$ cat config.mk
export PLATFORM = sky130hd
export DESIGN_NAME = cfg_chain_fwd
export DESIGN_NICKNAME = d
export VERILOG_FILES = /design/src/rtl/cfgfwd_pkg.sv /design/src/rtl/cfg_sync_hunt.sv /design/src/rtl/cfg_frame_asm.sv /design/src/rtl/cfg_tx_edge.sv /design/src/rtl/cfg_chain_fwd.sv
export SDC_FILE = /design/constraint.sdc
export NUM_CORES = 1
export LEC_CHECK = 0
export CAP_MARGIN = 10
export CORE_AREA = 2 2 170 172
export DETAILED_ROUTE_END_ITERATION = 10
export DIE_AREA = 0 0 172 174
export HOLD_SLACK_MARGIN = 0.15
export SYNTH_ARGS = -nofsm -noshare
export SYNTH_HDL_FRONTEND = slang
export SYNTH_SLANG_ARGS = --single-unit
$ cat constraint.sdc
create_clock -name cclk -period 2.69 [get_ports cclk]
set_input_delay 0.4035 -clock cclk [delete_from_list [all_inputs] [get_ports cclk]]
set_output_delay 0.4035 -clock cclk [all_outputs]
set_load 0.05 [all_outputs]
$ cat src/rtl/cfgfwd_pkg.sv
package cfgfwd_pkg;
    typedef enum logic [2:0] {
        PH_HUNT = 3'd0,
        PH_LEN  = 3'd1,
        PH_LOAD = 3'd2,
        PH_PASS = 3'd3,
        PH_DONE = 3'd4
    } phase_t;
endpackage

$ cat src/rtl/cfg_sync_hunt.sv
// Sliding window over the received bits; flags the sync pattern on the bit
// that completes it.
module cfg_sync_hunt #(
    parameter int PRE_BITS = 8,
    parameter logic [PRE_BITS-1:0] PRE_PATTERN = 8'hF2
) (
    input  logic cclk,
    input  logic rst_n,
    input  logic din,
    output logic match
);
    logic [PRE_BITS-1:0] win_d, win_q;

    always_comb begin
        win_d = {win_q[PRE_BITS-2:0], din};
        match = (win_d == PRE_PATTERN);
    end

    always_ff @(posedge cclk or negedge rst_n) begin
        if (!rst_n) win_q <= '1;
        else        win_q <= win_d;
    end
endmodule

$ cat src/rtl/cfg_frame_asm.sv
// Assembles local frames: checks the start pair, shifts data in and
// issues one write per good frame.
module cfg_frame_asm #(
    parameter int FRAME_BITS = 32,
    parameter int NUM_FRAMES = 4,
    localparam int AW = (NUM_FRAMES > 1) ? $clog2(NUM_FRAMES) : 1,
    localparam int PW = $clog2(FRAME_BITS + 2)
) (
    input  logic                  cclk,
    input  logic                  rst_n,
    input  logic                  en,
    input  logic                  din,
    output logic                  last_frame,
    output logic                  wr_en,
    output logic [AW-1:0]         wr_addr,
    output logic [FRAME_BITS-1:0] wr_data,
    output logic                  err
);
    typedef struct packed {
        logic [PW-1:0]         pos;
        logic [AW-1:0]         idx;
        logic                  bad;
        logic [FRAME_BITS-1:0] sh;
        logic                  we;
        logic [AW-1:0]         wa;
        logic [FRAME_BITS-1:0] wd;
        logic                  err;
    } asm_t;

    asm_t a_d, a_q;
    logic mism;

    always_comb begin
        a_d        = a_q;
        a_d.we     = 1'b0;
        last_frame = 1'b0;
        mism       = 1'b0;
        if (en) begin
            if (a_q.pos == '0) begin
                mism  = din;
                a_d.bad = din;
            end else if (a_q.pos == PW'(1)) begin
                mism  = ~din;
                a_d.bad = a_q.bad | ~din;
            end else begin
                a_d.sh = {a_q.sh[FRAME_BITS-2:0], din};
            end
            if (mism) a_d.err = 1'b1;
            if (a_q.pos == PW'(FRAME_BITS + 1)) begin
                a_d.we     = ~a_q.bad;
                a_d.wa     = a_q.idx;
                a_d.wd     = {a_q.sh[FRAME_BITS-2:0], din};
                a_d.pos    = '0;
                a_d.idx    = a_q.idx + 1'b1;
                last_frame = (a_q.idx == AW'(NUM_FRAMES - 1));
            end else begin
                a_d.pos = a_q.pos + 1'b1;
            end
        end
    end

    always_ff @(posedge cclk or negedge rst_n) begin
        if (!rst_n) a_q <= '0;
        else        a_q <= a_d;
    end

    assign wr_en   = a_q.we;
    assign wr_addr = a_q.wa;
    assign wr_data = a_q.wd;
    assign err     = a_q.err;


    err_sticky_chk: assert property (@(posedge cclk) disable iff (!rst_n)
        a_q.err |=> a_q.err);


    wr_addr_chk: assert property (@(posedge cclk) disable iff (!rst_n)
        a_q.we |-> (a_q.wa <= AW'(NUM_FRAMES - 1)));


    wr_pulse_chk: assert property (@(posedge cclk) disable iff (!rst_n)
        a_q.we |=> !a_q.we);
endmodule

$ cat src/rtl/cfg_tx_edge.sv
// Output register clocked on the falling edge of the configuration clock.
module cfg_tx_edge (
    input  logic cclk,
    input  logic rst_n,
    input  logic bit_in,
    output logic bit_out
);
    logic out_d, out_q;

    always_comb out_d = bit_in;

    always_ff @(negedge cclk or negedge rst_n) begin
        if (!rst_n) out_q <= 1'b1;
        else        out_q <= out_d;
    end

    assign bit_out = out_q;
endmodule

$ cat src/rtl/cfg_chain_fwd.sv
module cfg_chain_fwd #(
    parameter int FRAME_BITS = 32,
    parameter int NUM_FRAMES = 4,
    parameter int LEN_BITS   = 24,
    parameter int PRE_BITS   = 8,
    parameter logic [PRE_BITS-1:0] PRE_PATTERN = 8'hF2,
    localparam int AW = (NUM_FRAMES > 1) ? $clog2(NUM_FRAMES) : 1,
    localparam int HW = $clog2(LEN_BITS)
) (
    input  logic                  cclk,
    input  logic                  rst_n,
    input  logic                  din,
    output logic                  dout,
    output logic                  fw_en,
    output logic [AW-1:0]         fw_addr,
    output logic [FRAME_BITS-1:0] fw_data,
    output logic                  done,
    output logic                  frame_err
);
    import cfgfwd_pkg::*;

    typedef struct packed {
        phase_t              ph;
        logic [HW-1:0]       hcnt;
        logic [LEN_BITS-1:0] len;
        logic [LEN_BITS-1:0] cnt;
        logic                fwd;
        logic                done;
    } ctl_t;

    ctl_t s_d, s_q;
    logic                sync_hit;
    logic                load_en;
    logic                frames_full;
    logic [LEN_BITS-1:0] cnt_inc;
    logic [LEN_BITS-1:0] len_nxt;

    cfg_sync_hunt #(
        .PRE_BITS    (PRE_BITS),
        .PRE_PATTERN (PRE_PATTERN)
    ) u_hunt (
        .cclk  (cclk),
        .rst_n (rst_n),
        .din   (din),
        .match (sync_hit)
    );

    cfg_frame_asm #(
        .FRAME_BITS (FRAME_BITS),
        .NUM_FRAMES (NUM_FRAMES)
    ) u_asm (
        .cclk       (cclk),
        .rst_n      (rst_n),
        .en         (load_en),
        .din        (din),
        .last_frame (frames_full),
        .wr_en      (fw_en),
        .wr_addr    (fw_addr),
        .wr_data    (fw_data),
        .err        (frame_err)
    );

    cfg_tx_edge u_tx (
        .cclk    (cclk),
        .rst_n   (rst_n),
        .bit_in  (s_q.fwd),
        .bit_out (dout)
    );

    always_comb begin
        s_d     = s_q;
        load_en = 1'b0;
        cnt_inc = s_q.cnt + 1'b1;
        len_nxt = {s_q.len[LEN_BITS-2:0], din};
        case (s_q.ph)
            PH_HUNT: begin
                s_d.fwd = din;
                if (sync_hit) begin
                    s_d.ph   = PH_LEN;
                    s_d.hcnt = '0;
                end
            end
            PH_LEN: begin
                s_d.fwd  = din;
                s_d.len  = len_nxt;
                s_d.hcnt = s_q.hcnt + 1'b1;
                if (s_q.hcnt == HW'(LEN_BITS - 1)) begin
                    s_d.cnt = '0;
                    if (len_nxt == '0) begin
                        s_d.ph   = PH_DONE;
                        s_d.done = 1'b1;
                    end else begin
                        s_d.ph = PH_LOAD;
                    end
                end
            end
            PH_LOAD: begin
                s_d.fwd = 1'b1;
                load_en = 1'b1;
                s_d.cnt = cnt_inc;
                if (cnt_inc == s_q.len) begin
                    s_d.ph   = PH_DONE;
                    s_d.done = 1'b1;
                end else if (frames_full) begin
                    s_d.ph = PH_PASS;
                end
            end
            PH_PASS: begin
                s_d.fwd = din;
                s_d.cnt = cnt_inc;
                if (cnt_inc == s_q.len) begin
                    s_d.ph   = PH_DONE;
                    s_d.done = 1'b1;
                end
            end
            PH_DONE: begin
                s_d.fwd = 1'b1;
            end
            default: begin
                s_d.ph  = PH_HUNT;
                s_d.fwd = 1'b1;
            end
        endcase
    end

    always_ff @(posedge cclk or negedge rst_n) begin
        if (!rst_n) begin
            s_q      <= '0;
            s_q.ph   <= PH_HUNT;
            s_q.fwd  <= 1'b1;
        end else begin
            s_q <= s_d;
        end
    end

    assign done = s_q.done;


    done_hold_chk: assert property (@(posedge cclk) disable iff (!rst_n)
        s_q.done |=> s_q.done);


    done_count_chk: assert property (@(posedge cclk) disable iff (!rst_n)
        $rose(s_q.done) |-> (s_q.cnt == s_q.len));


    load_high_chk: assert property (@(posedge cclk) disable iff (!rst_n)
        (s_q.ph == PH_LOAD) |=> dout);


    pass_fwd_chk: assert property (@(posedge cclk) disable iff (!rst_n)
        (s_q.ph == PH_PASS) |=> (dout == $past(din)));


    done_quiet_chk: assert property (@(posedge cclk) disable iff (!rst_n)
        (s_q.done && $past(s_q.done)) |-> (!fw_en && dout));
endmodule

Word-level counts from Yosys, hierarchy flattened:

Cells that the tools add are included.

* output and inout bits: 38
* flip-flop bits (word level): 142
* input port bits: 3

* add/subtract/negate cells: 4
* eq/ne operators: 16
* bitwise gates (word level): 6
* reductions and logical operators: 16
* multiplexer cells: 27

Operator list (count)
* 24-bit case mux with 2 select lines: 1
* 36-bit two-way mux: 1
* 35-bit two-way mux: 1
* 24-bit by 1-bit adder with 24-bit output, second input constant: 1
* 24-bit equality test: 1
* 24-bit zero test: 1
* 24-bit two-way mux: 1
* 3-bit two-way mux: 5
* 3-bit case mux with 5 select lines: 1
* 1-bit two-way mux: 13
* 5-bit case mux with 2 select lines: 1
* 2-bit AND reduction: 5
* 8-bit equality test, second input constant: 1
* 8-bit two-way mux: 1
* 2-bit != test, second input constant: 4
* 6-bit by 1-bit adder with 6-bit output, second input constant: 1
* 3-bit by 2-bit equality test with 1-bit output, second input constant: 2
* 6-bit by 1-bit equality test with 1-bit output, second input constant: 1
* 6-bit equality test, second input constant: 1
* 6-bit zero test: 1
* 6-bit two-way mux: 1
* 2-bit nonzero test: 3
* 5-bit by 1-bit adder with 5-bit output, second input constant: 1
* 5-bit equality test, second input constant: 1
* other kinds (15): 19

Logic depth before layout (Yosys ltp):

* depth in word-level cells: 6
* depth in mapped cells: 9
* gate-level depth less buffers: 8

Hierarchy:

Synthesis repeated with hierarchy kept, for this count alone.

* cell total of the unflattened synthesis: 595
* area total of the unflattened synthesis: 6940.4 µm²

By module, submodules not included
* cfg_chain_fwd: area each 3384.5 µm², instances 1, cells an instance 358, seq. area each 1452.6 µm²
* cfg_frame_asm: area each 3316.9 µm², instances 1, cells an instance 225, seq. area each 1901.8 µm²
* cfg_sync_hunt: area each 209.0 µm², instances 1, cells an instance 10, seq. area each 183.9 µm²
* cfg_tx_edge: area each 30.0 µm², instances 1, cells an instance 2, seq. area each 26.3 µm²

==> metrics.md <==
| Metric | Value |
|---|---|
| Avg WL per Cell | 13.2 um |
| Cell Area, Synth | 0.00689 sq mm |
| Startpoint Class | flop |
| Iter 0 DRT Violations | 312 |
| Ys async rst share | 100% |
| Total track usage | 9.88% |
| Failing checks | setup timing |
| Max Clock Skew | 0.0268 ns |
| Crit-path max FO | 1 |
| Non-Filler Instances | 1,056 |
| RSZ-0062 raised after global routing | yes |
| Die ar. | 0.0299 sq mm |
| Mean post-synth cell area | 10.6 sq um |
| Nets@finish | 668 |
| Layout cells sized above 1 | 19.5% |
| Largest net degree at the start of global routing | 142 |
| Synth top area cells | dfrtp_1 (48%), mux2_2 (8.7%), nand2_1 (5.8%) |
| Yosys top cell area share | 48.3% |
| Post-Place Cells | 1,022 |
| Clk network pwr share | 51.1% |
| Psw | 0.00107 W |
| Clk Tree Root Cell | clkbuf_16 |
| TritonCTS clock tree | yes |
| Critical path's slowest cell | dfstp_2 |
| Grt ovf | 0 |
| Final Routed Wirelength | 13,900 um |
| Clk pin slew, worst setup/hold paths | 0.06 ns |
| PwrDens | 556 mW/mm^2 |
| Flop-to-flop setup slack | 0.20 ns |
| Setup violators final | 1 |
| Drt drc | 0 |
| Worst setup margin | -0.169 ns |
| Hold Startpoint | u_hunt.win_q[3]$_DFF_PN1_ |
| Most common cell after layout, fill and taps aside | dfrtp_1 |
| Cell count along the critical path | 1 |
| Commonest cells after routing, fill and taps aside | dfrtp_1 (133), nand2_1 (106), mux2_2 (53), o21ai_0 (46), clkdlybuf4s50_1 (38) |
| Vias per cell | 4.43 |
| CTS Buf Count | 17 |
| GP Congestion | 0.883 |
| Slew Viols, Final | 0 |
| Final ANT Viol Nets | 0 |
| Fin area | 0.00814 sq mm |
| Crit path max-delay family | flip-flops |
| Net Sw Frac | 23.6% |
| Outcome | finished with violations |
| PortBufs | 40 |
| # rows | 62 |
| Top_reg_cell synth | dfrtp_1 |
| Post-Syn Instances | 648 |
| Die height | 174 um |
| CP arrival | 2.46 ns |
| Syn_nets | 657 |
| Tightest Hold Check Type | flop to flop |
| Util after Layout | 28.8% |
| CP Capture Type | primary output |
| Cell Chain, Critical Path | buf_12 |
| Area Overhead vs Synth | 18.1% |
| HPWL after DPL | 9030 um |
| # clock sinks | 142 |
| EDFF count, synth | 0 |
| Worst Tran Pin Value | 1.02 ns |
| Die width | 172 um |
| Global-route wire length before repair | 23,500 um |
| Final Hold Violating Endpoints | 0 |
| Vias | 4,675 |
| Antenna Cells | 0 |
| CP startpoint | u_tx.bit_out$_DFF_NN1_ |
| VDD IR max | 0.382 mV |
| WP data required | 2.29 ns |
| Clock Latency Late Sink | 0.45 ns |
| Leak | 3.77 nW |
| H-tree levels | 4 |
| Drt first pass iters | 4 |
| Slew HR | 32.1% |
| Worst flop-to-flop path startpoint | s_q[18]$_DFFE_PN0P_ |
| YS warnings | 0 |
| Worst r2r dst | s_q[56]$_DFFE_PN0P_ |
| Sequential share of power | 47.5% |
| Number of synthesized register bits | 142 |
| Crit path kind | flop to primary output |
| Vias in the first global route | 4,520 |
| Comb power frac | 1.3% |
| Min-Delay Path Depth | 0 |
| Area leader, netlist | dfrtp_1 |
| CP max stage delay | 0.53 ns |
| Maximum capacitance violations | 0 |
| Crit path capture | dout |
| Power Internal | 0.00346 W |
| # IOs | 41 |
| Clk buf depth | 2 |
| Initial Utilization | 24.4% |
| Placed Area | 0.00754 sq mm |
| Post-synthesis sequential area ratio | 51.7% |
| Core ar. | 0.0282 sq mm |
| Worst reg-to-reg path cell count | 7 |
| Initial antenna violation count | 0 |
| Crit path buf inv count | 1 |
| Yosys cell types | 57 |
## worst min path at each step
stage | end | slack (ns)
global placement | u_hunt.win_q[4]$_DFF_PN1_ | 0.36
finish | u_hunt.win_q[4]$_DFF_PN1_ | 0.37
floorplan | done$_DFFE_PN0P_ | 0.11
global route | u_hunt.win_q[2]$_DFF_PN1_ | 0.37
detailed placement | u_hunt.win_q[6]$_DFF_PN1_ | 0.36
CTS | u_hunt.win_q[2]$_DFF_PN1_ | 0.36
## power groups by stage
| stage | combinational (W) | clock, W | sequential (W) |
|---|---|---|---|
| 2_1_floorplan | 0.00000688 | 0.00000465 | 0.00219 |
| 3_3_place_gp | 0.0000622 | 0.00000465 | 0.00219 |
| 3_5_place_dp | 0.0000629 | 0.00000465 | 0.00219 |
| 4_1_cts | 0.0000646 | 0.00239 | 0.00215 |
| 5_1_grt | 0.0000710 | 0.00248 | 0.00215 |
| 6_report | 0.0000597 | 0.00231 | 0.00215 |
## synthesized netlist by cell type (all sizes together), types with 5 or more instances
| library cell | number |
|---|---|
| dfrtp | 133 |
| nand2 | 106 |
| mux2 | 66 |
| o21ai | 48 |
| buf | 46 |
| nor2 | 30 |
| clkbuf | 22 |
| xor2 | 22 |
| xnor2 | 18 |
| nand3 | 17 |
| nand4 | 17 |
| a21oi | 14 |
| nor4 | 13 |
| dfstp | 9 |
| inv | 9 |
| a31oi | 8 |
| ha | 6 |
| nor3 | 6 |
| and3 | 5 |
| nand2b | 5 |
| o31ai | 5 |
## stage by stage
stage / setup slack, ns / hold slack [ns] / power (W) / TNS (ns)
5_1_grt: -0.195 / 0.365 / 0.00470 / -0.195
3_3_place_gp: 0.197 / 0.355 / 0.00226 / 0
6_report: -0.169 / 0.367 / 0.00452 / -0.169
2_1_floorplan: 0.286 / 0.108 / 0.00220 / 0
3_5_place_dp: 0.172 / 0.358 / 0.00226 / 0
4_1_cts: -0.188 / 0.362 / 0.00460 / -0.188
## registers in the layout (all words and copies together) (netlist names)
register / flops
u_tx.bit_out: 1
done: 1
u_asm.wr_en: 1
u_asm.wr_data: 32
u_asm.a_q: 40
u_asm.wr_addr: 2
s_q: 34
u_hunt.win_q: 7
len_nxt: 23
u_asm.err: 1
## cell type report
type                       count  area (sq um)
clock inverter                14           119
sequential                   142          3560
inverter                       8          30.0
fill                        2944         20100
clock buffer                  19           464
tap                          384           480
multi-input combinational    429          2910
timing repair buffer          60           577
## cells by family (layout without fill, tap and decap cells)
logic type      Yosys count  after routing  synth area share, %
compound gates          101            101                 9.39
xor+xnor                 40             40                 5.08
fa+ha+maj                 6              6                 1.09
buf+inv                  77            101                 6.21
flops                   142            142                 51.7
mux                      69             69                 11.2
simple gates            213            213                 15.3
## layer usage
layer / up-vias / part of all wire [%] / GRT usage (%)
met3: 19 / 4.4 / 2.64
met2: 91 / 45 / 14.5
met4: 0 / 1.9 / 3.29
li1: 2263 / - / -
met1: 2302 / 49 / 14.0
met5: - / 0 / 0
## what timing repair did
| action | 4_1_cts | 5_1_grt |
|---|---|---|
| setup buffers | 0 | 1 |
| hold endpoints to repair | 9 | 0 |
| endpoints found under the setup margin | 1 | 5 |
| gates resized for setup | 0 | 1 |
| hold buffers | 1 | 0 |
| pin swaps | 0 | 1 |
(Power assumes the default switching activity.)
